[src/rtl/irq_dispatch_pkg.sv]
package irq_dispatch_pkg;

    localparam int VEC_W   = 8;
    localparam int DEST_W  = 8;
    localparam int DMODE_W = 3;

    typedef enum logic [1:0] {
        OP_ASSERT   = 2'd0,
        OP_DEASSERT = 2'd1,
        OP_PULSE    = 2'd2,
        OP_NONE     = 2'd3
    } pin_op_e;

    typedef struct packed {
        logic               mask;
        logic               level;
        logic               logical;
        logic [DMODE_W-1:0] dmode;
        logic [VEC_W-1:0]   vector;
        logic [DEST_W-1:0]  dest;
    } irq_entry_t;

    typedef struct packed {
        logic [VEC_W-1:0]   vector;
        logic [DEST_W-1:0]  dest;
        logic               logical;
        logic [DMODE_W-1:0] dmode;
        logic               level;
    } irq_msg_t;

    localparam irq_entry_t ENTRY_RESET = '{mask: 1'b1, level: 1'b0, logical: 1'b0,
                                           dmode: '0, vector: '0, dest: '0};

endpackage

[src/rtl/irq_pin_slot.sv]
module irq_pin_slot
    import irq_dispatch_pkg::*;
#(
    parameter int CNT_W = 8
) (
    input  logic                   clk,
    input  logic                   rst_n,
    input  logic                   cmd_hit,
    input  logic [1:0]             cmd_op,
    input  logic                   eoi_valid,
    input  logic [VEC_W-1:0]       eoi_vector,
    input  logic                   cfg_hit,
    input  irq_entry_t             cfg_entry,
    input  logic                   grant,
    output logic                   pend_o,
    output irq_entry_t             entry_o,
    output logic                   neg_o
);

    localparam logic signed [CNT_W-1:0] C_ZERO  = '0;
    localparam logic signed [CNT_W-1:0] C_ONE   = CNT_W'(1);
    localparam logic signed [CNT_W-1:0] C_M_ONE = -CNT_W'(1);

    typedef struct packed {
        irq_entry_t              ent;
        logic signed [CNT_W-1:0] cnt;
        logic                    rirr;
        logic                    pend;
    } slot_t;

    slot_t slot_d, slot_q;
    logic  trig;
    logic  rirr_eff;
    logic  accept;
    logic  neg;

    always_comb begin
        slot_d   = slot_q;
        trig     = 1'b0;
        neg      = 1'b0;
        rirr_eff = slot_q.rirr;

        // entry write
        if (cfg_hit) begin
            slot_d.ent = cfg_entry;
            if (!cfg_entry.level) begin
                rirr_eff = 1'b0;
            end else if (slot_q.cnt > C_ZERO) begin
                trig = 1'b1;
            end
        end

        // end of interrupt on matching vector
        if (eoi_valid && slot_q.rirr && (slot_q.ent.vector == eoi_vector)) begin
            rirr_eff = 1'b0;
            if (slot_q.cnt > C_ZERO) begin
                trig = 1'b1;
            end
        end

        // pin command
        if (cmd_hit) begin
            unique case (pin_op_e'(cmd_op))
                OP_ASSERT: begin
                    slot_d.cnt = slot_q.cnt + C_ONE;
                    if (slot_q.cnt == C_ZERO) trig = 1'b1;
                    if (slot_q.cnt < C_M_ONE) neg = 1'b1;
                end
                OP_DEASSERT: begin
                    slot_d.cnt = slot_q.cnt - C_ONE;
                    if (slot_q.cnt <= C_ZERO) neg = 1'b1;
                end
                OP_PULSE: begin
                    if (slot_q.cnt == C_ZERO) trig = 1'b1;
                    if (slot_q.cnt < C_ZERO) neg = 1'b1;
                end
                default: begin
                end
            endcase
        end

        accept = trig && !slot_d.ent.mask && !(slot_d.ent.level && rirr_eff);

        slot_d.rirr = rirr_eff | (accept & slot_d.ent.level);
        slot_d.pend = (slot_q.pend & ~grant) | accept;
    end

    always_ff @(posedge clk) begin
        if (!rst_n) begin
            slot_q.ent  <= ENTRY_RESET;
            slot_q.cnt  <= C_ZERO;
            slot_q.rirr <= 1'b0;
            slot_q.pend <= 1'b0;
        end else begin
            slot_q <= slot_d;
        end
    end

    assign pend_o  = slot_q.pend;
    assign entry_o = slot_q.ent;
    assign neg_o   = neg;

endmodule

[src/rtl/irq_lowest_pick.sv]
module irq_lowest_pick #(
    parameter int N     = 32,
    localparam int IDX_W = (N > 1) ? $clog2(N) : 1
) (
    input  logic [N-1:0]     req,
    output logic [N-1:0]     gnt,
    output logic [IDX_W-1:0] idx,
    output logic             any
);

    always_comb begin
        gnt = req & (~req + {{(N-1){1'b0}}, 1'b1});
        any = |req;
        idx = '0;
        for (int i = 0; i < N; i++) begin
            if (gnt[i]) idx = IDX_W'(i);
        end
    end

endmodule

[src/rtl/irq_dispatch_core.sv]
module irq_dispatch_core
    import irq_dispatch_pkg::*;
#(
    parameter int NUM_PINS = 32,
    parameter int PIN_IN_W = 8,
    parameter int CNT_W    = 8
) (
    input  logic                clk,
    input  logic                rst_n,
    input  logic                cmd_valid,
    input  logic [1:0]          cmd_op,
    input  logic [PIN_IN_W-1:0] cmd_pin,
    input  logic                eoi_valid,
    input  logic [7:0]          eoi_vector,
    input  logic                cfg_we,
    input  logic [PIN_IN_W-1:0] cfg_pin,
    input  logic                cfg_mask,
    input  logic                cfg_level,
    input  logic                cfg_logical,
    input  logic [2:0]          cfg_dmode,
    input  logic [7:0]          cfg_vector,
    input  logic [7:0]          cfg_dest,
    output logic                msg_valid,
    input  logic                msg_ready,
    output logic [7:0]          msg_vector,
    output logic [7:0]          msg_dest,
    output logic                msg_logical,
    output logic [2:0]          msg_dmode,
    output logic                msg_level,
    output logic                err_pin,
    output logic                err_neg
);

    localparam int IDX_W = (NUM_PINS > 1) ? $clog2(NUM_PINS) : 1;
    localparam logic [PIN_IN_W:0] PIN_LIMIT = (PIN_IN_W+1)'(NUM_PINS);

    typedef struct packed {
        logic     valid;
        irq_msg_t msg;
        logic     err_pin;
        logic     err_neg;
    } out_t;

    out_t out_d, out_q;

    irq_entry_t              cfg_entry;
    irq_entry_t              entries [NUM_PINS];
    logic [NUM_PINS-1:0]     pend;
    logic [NUM_PINS-1:0]     neg_vec;
    logic [NUM_PINS-1:0]     pick_gnt;
    logic [NUM_PINS-1:0]     grant;
    logic [IDX_W-1:0]        pick_idx;
    logic                    pick_any;
    logic                    load;

    always_comb begin
        cfg_entry.mask    = cfg_mask;
        cfg_entry.level   = cfg_level;
        cfg_entry.logical = cfg_logical;
        cfg_entry.dmode   = cfg_dmode;
        cfg_entry.vector  = cfg_vector;
        cfg_entry.dest    = cfg_dest;
    end

    for (genvar p = 0; p < NUM_PINS; p++) begin : g_slot
        irq_pin_slot #(.CNT_W(CNT_W)) u_slot (
            .clk        (clk),
            .rst_n      (rst_n),
            .cmd_hit    (cmd_valid && (cmd_pin == PIN_IN_W'(p))),
            .cmd_op     (cmd_op),
            .eoi_valid  (eoi_valid),
            .eoi_vector (eoi_vector),
            .cfg_hit    (cfg_we && (cfg_pin == PIN_IN_W'(p))),
            .cfg_entry  (cfg_entry),
            .grant      (grant[p]),
            .pend_o     (pend[p]),
            .entry_o    (entries[p]),
            .neg_o      (neg_vec[p])
        );
    end

    irq_lowest_pick #(.N(NUM_PINS)) u_pick (
        .req (pend),
        .gnt (pick_gnt),
        .idx (pick_idx),
        .any (pick_any)
    );

    always_comb begin
        out_d = out_q;
        load  = (!out_q.valid || msg_ready) && pick_any;
        grant = load ? pick_gnt : '0;

        if (!out_q.valid || msg_ready) begin
            out_d.valid = pick_any;
            if (pick_any) begin
                out_d.msg.vector  = entries[pick_idx].vector;
                out_d.msg.dest    = entries[pick_idx].dest;
                out_d.msg.logical = entries[pick_idx].logical;
                out_d.msg.dmode   = entries[pick_idx].dmode;
                out_d.msg.level   = entries[pick_idx].level;
            end
        end

        out_d.err_pin = cmd_valid && ({1'b0, cmd_pin} >= PIN_LIMIT);
        out_d.err_neg = |neg_vec;
    end

    always_ff @(posedge clk) begin
        if (!rst_n) begin
            out_q <= '0;
        end else begin
            out_q <= out_d;
        end
    end

    assign msg_valid   = out_q.valid;
    assign msg_vector  = out_q.msg.vector;
    assign msg_dest    = out_q.msg.dest;
    assign msg_logical = out_q.msg.logical;
    assign msg_dmode   = out_q.msg.dmode;
    assign msg_level   = out_q.msg.level;
    assign err_pin     = out_q.err_pin;
    assign err_neg     = out_q.err_neg;

endmodule

[config.mk]
export PLATFORM = sky130hd
export DESIGN_NAME = irq_dispatch_core
export DESIGN_NICKNAME = d
export VERILOG_FILES = /design/src/rtl/irq_dispatch_pkg.sv /design/src/rtl/irq_pin_slot.sv /design/src/rtl/irq_lowest_pick.sv /design/src/rtl/irq_dispatch_core.sv
export SDC_FILE = /design/constraint.sdc
export NUM_CORES = 2
export LEC_CHECK = 0
export ABC_AREA = 1
export BUFFER_PORTS_ARGS = -buffer_cell sky130_fd_sc_hd__buf_4
export CAP_MARGIN = 0
export CORE_AREA = 2 2 385 387
export CTS_CLUSTER_DIAMETER = 30
export CTS_CLUSTER_SIZE = 24
export DETAILED_ROUTE_END_ITERATION = 8
export DIE_AREA = 0 0 387 389
export SETUP_SLACK_MARGIN = 0.4
export SLEW_MARGIN = 30
export SYNTH_ARGS = -nofsm -noshare
export SYNTH_HDL_FRONTEND = slang
export SYNTH_SLANG_ARGS = --single-unit
[constraint.sdc]
create_clock -name clk -period 14.4 [get_ports clk]
set_input_delay 0.72 -clock clk [delete_from_list [all_inputs] [get_ports clk]]
set_output_delay 0.72 -clock clk [all_outputs]
set_load 0.05 [all_outputs]
==> metrics.md <==
| Metric | Value |
|---|---|
| Final period utilization | `35.7%` |
| Number of buffers created by CTS | `294` |
| Flop2flop setup slack | `9.26 ns` |
| Wire length per cell | `19.8 um` |
| Root buf cell | `clkbuf_16` |
| Vias in the first global route | `55300` |
| Post-synthesis cell area | `58200 um^2` |
| Synth Area in Simple Gates | `23.5%` |
| Cells on worst reg2reg path | `22` |
| Crit path capture type | `flop` |
| Initial antenna violation count | `12` |
| First-pass GRT wire length | `321 mm` |
| GRT Overall Usage | `26.4%` |
| #FFs+latches synth | `1048` |
| Post-synthesis sequential area ratio | `36.0%` |
| WP data arrival | `5.88 ns` |
| Vias | `59100` |
| Critical Path Start Type | `flop` |
| Synth area leader | `dfxtp_1` |
| Post-synth top flop | `dfxtp_1` |
| Post-DRT Antenna Nets | `0` |
| Async set or reset register ratio after synthesis | `0%` |
| Synth Area in Compound Gates | `21.9%` |
| Worst min-delay path class | `primary input to flop` |
| Synthesized-area fraction occupied by adder cells | `5.23%` |
| Top Metal Used | `met5` |
| Mapped Nets | `8654` |
| Initial Utilization | `39.7%` |
| Worst Path Max Fanout | `60` |
| Final net count | `8504` |
| GPL Wtd Cong | `0.890` |
| Hold Slack | `0.148 ns` |
| Resized Gates After CTS | `0` |
| Synthesized instance count | `8376` |
| # Max-Cap Violations | `0` |
| Clk buf depth | `4` |
| Worst Path Required | `15.14 ns` |
| TritonCTS clock tree | `done` |
| Post-CTS Setup Bufs | `0` |
| Worst skew pair latency | `0.89 ns` |
| Count of port buffers added during placement | `77` |
| Post-DP HPWL | `125 mm` |
| Pin count of the biggest net entering global routing | `244` |
| Static Leak | `27.9 nW` |
| Measured slew at the worst slew-check pin | `1.14 ns` |
| Most common cell in the synthesized netlist | `o21ai_0` |
| Drt via density | `5.70` |
| Die Y-Extent | `389 um` |
| Total gr overflow | `0` |
| Post-synth EDFFs | `0` |
| Cts hold-fix bufs | `0` |
| DRT Pass-1 Iters | `6` |
| Die W | `387 um` |
| RSZ-0062 raised after global routing | `no` |
| Met3 wire len | `17.0 mm` |
| Post-Route WL | `206 mm` |
| CP Class | `flop to flop` |
| Setup TNS | `0 ns` |
| TritonCTS Sinks | `1048` |
| I/O Pins | `78` |
| Final Hold Vio Count | `0` |
| Core area | `147000 um^2` |
| Tmin final | `5.14 ns` |
| Area delta synth->final | `19.8%` |
| Row count | `141` |
| Synth cell types | `61` |
| Main combinational cell family by area after synthesis | `simple AND/OR/NAND/NOR gates` |
| Max transition margin | `23.9%` |
| Final Setup Violations | `0` |
| Status | `finished, final reports clean` |
| Synth cell count leaders | `o21ai_0, dfxtp_1, nand2_1` |
| Power per cell area | `141 nW/um^2` |
| Worst-path clk slew | `0.05 ns` |
| H-tree levels | `5` |
| Syn. warnings | `0` |
| Met1 WL | `89.4 mm` |
| FMAX | `194 MHz` |
| Die area | `151000 um^2` |
| Peak VDD IR | `0.0913 mV` |
| Pins Over Slew Limit | `0` |
| Post-Syn Area per Cell | `6.95 um^2` |
| Post-synthesis xor/xnor area fraction | `3.60%` |
| # DRC | `0` |
| WHS Path Cells | `3` |
| Max Clock Skew | `0.0284 ns` |
| Mux contribution to synthesized area | `0%` |
| Top cell type's share of synthesized area | `36.0%` |
| Met2 Wirelength | `91.4 mm` |
| Share of cells above drive strength 1 | `8.38%` |
| Dominant cells by area after synthesis | `dfxtp_1, o21ai_0, a21oi_1` |
| Iter 0 DRT Violations | `5717` |
flip-flops by register name, summed over array words and instances (netlist names):
name / count
err_neg: 1
err_pin: 1
g_slot.u_slot.entry_o: 704
g_slot.u_slot.pend_o: 32
g_slot.u_slot.slot_q: 288
msg_dest: 8
msg_dmode: 3
msg_level: 1
msg_logical: 1
msg_valid: 1
msg_vector: 8
cell families (layout without fill, tap and decap cells):
group,after synthesis,after routing
AO/OA/AOI/OAI,2374,2374
XOR/XNOR,239,239
adder cells (fa/ha/maj),224,224
buffers and inverters,1441,1506
flip-flops,1048,1048
other,0,3
AND/OR/NAND/NOR,3050,3050
per-layer routing:
| layer | vias up | GRT usage, % |
|---|---|---|
| met5 | - | 0 |
| met4 | 14 | 11.3 |
| met3 | 476 | 4.83 |
| met2 | 2386 | 41.5 |
| met1 | 27800 | 35.5 |
| li1 | 28500 | - |
where the power goes:
part	switching [mW]	total, mW	internal (mW)
registers	0.00315	2.92	2.92
logic	0.240	0.325	0.0859
clock network	1.89	6.59	4.70
final timing paths:
kind                                       to                        start
hold / removal                        err_pin                   cmd_pin[5]
setup / recovery                 msg_dmode[1]      g_slot[8].u_slot.pend_o
hold reg to reg   g_slot[2].u_slot.entry_o[2]  g_slot[2].u_slot.entry_o[2]
setup reg to reg                 msg_dmode[1]      g_slot[8].u_slot.pend_o
layout by cell type (no fill, tap or decap), types with 169 or more instances in the layout:
master,count
a21oi_1,899
buf_4,169
clkbuf_16,304
dfxtp_1,1048
ha_1,192
inv_1,791
nand2_1,922
nand3_1,657
nand4_1,397
nor2_1,905
o21ai_0,1112
worst max-delay path: stages (launching register included):
cell and delay (ns):
dfxtp_1 0.39, nor2_1 0.09, nand3_1 0.11, inv_2 0.06, nand2_4 0.11, inv_2 0.08, nand2_1 0.07, nor2_1 0.04
nand2_1 0.11, nand2_1 0.09, nor2_1 0.14, nand4_1 0.15, nor3_4 0.16, buf_4 0.66, buf_4 0.84, buf_4 0.84
nand3_1 0.18, nand3_1 0.13, nand2_1 0.19, nand2_1 0.12, nand3_1 0.11, nand2_1 0.10, a21oi_1 0.06
area by class of cell:
cell class / instances / area, um^2
fill: 14400 / 76800
multi-input combinational: 5887 / 31700
sequential: 1048 / 21000
clock buffer: 410 / 8740
inverter: 814 / 3070
tap: 1930 / 2410
timing repair buffer: 181 / 1530
clock inverter: 101 / 1350
antenna: 3 / 7.51
through the flow:
step	cells	util, %	total power [mW]	instance area, um^2	setup slack (ns)
global route	10400	47.6	10.1	69800	9.00
detailed placement	9857	40.6	3.29	59600	8.72
global placement	9856	40.6	3.28	59500	8.83
CTS	10400	47.5	9.89	69700	9.38
floorplan	8376	-	3.19	58200	1.60
finish	10400	47.6	9.84	69800	9.26
No activity file was read; power rests on OpenSTA's default activity.
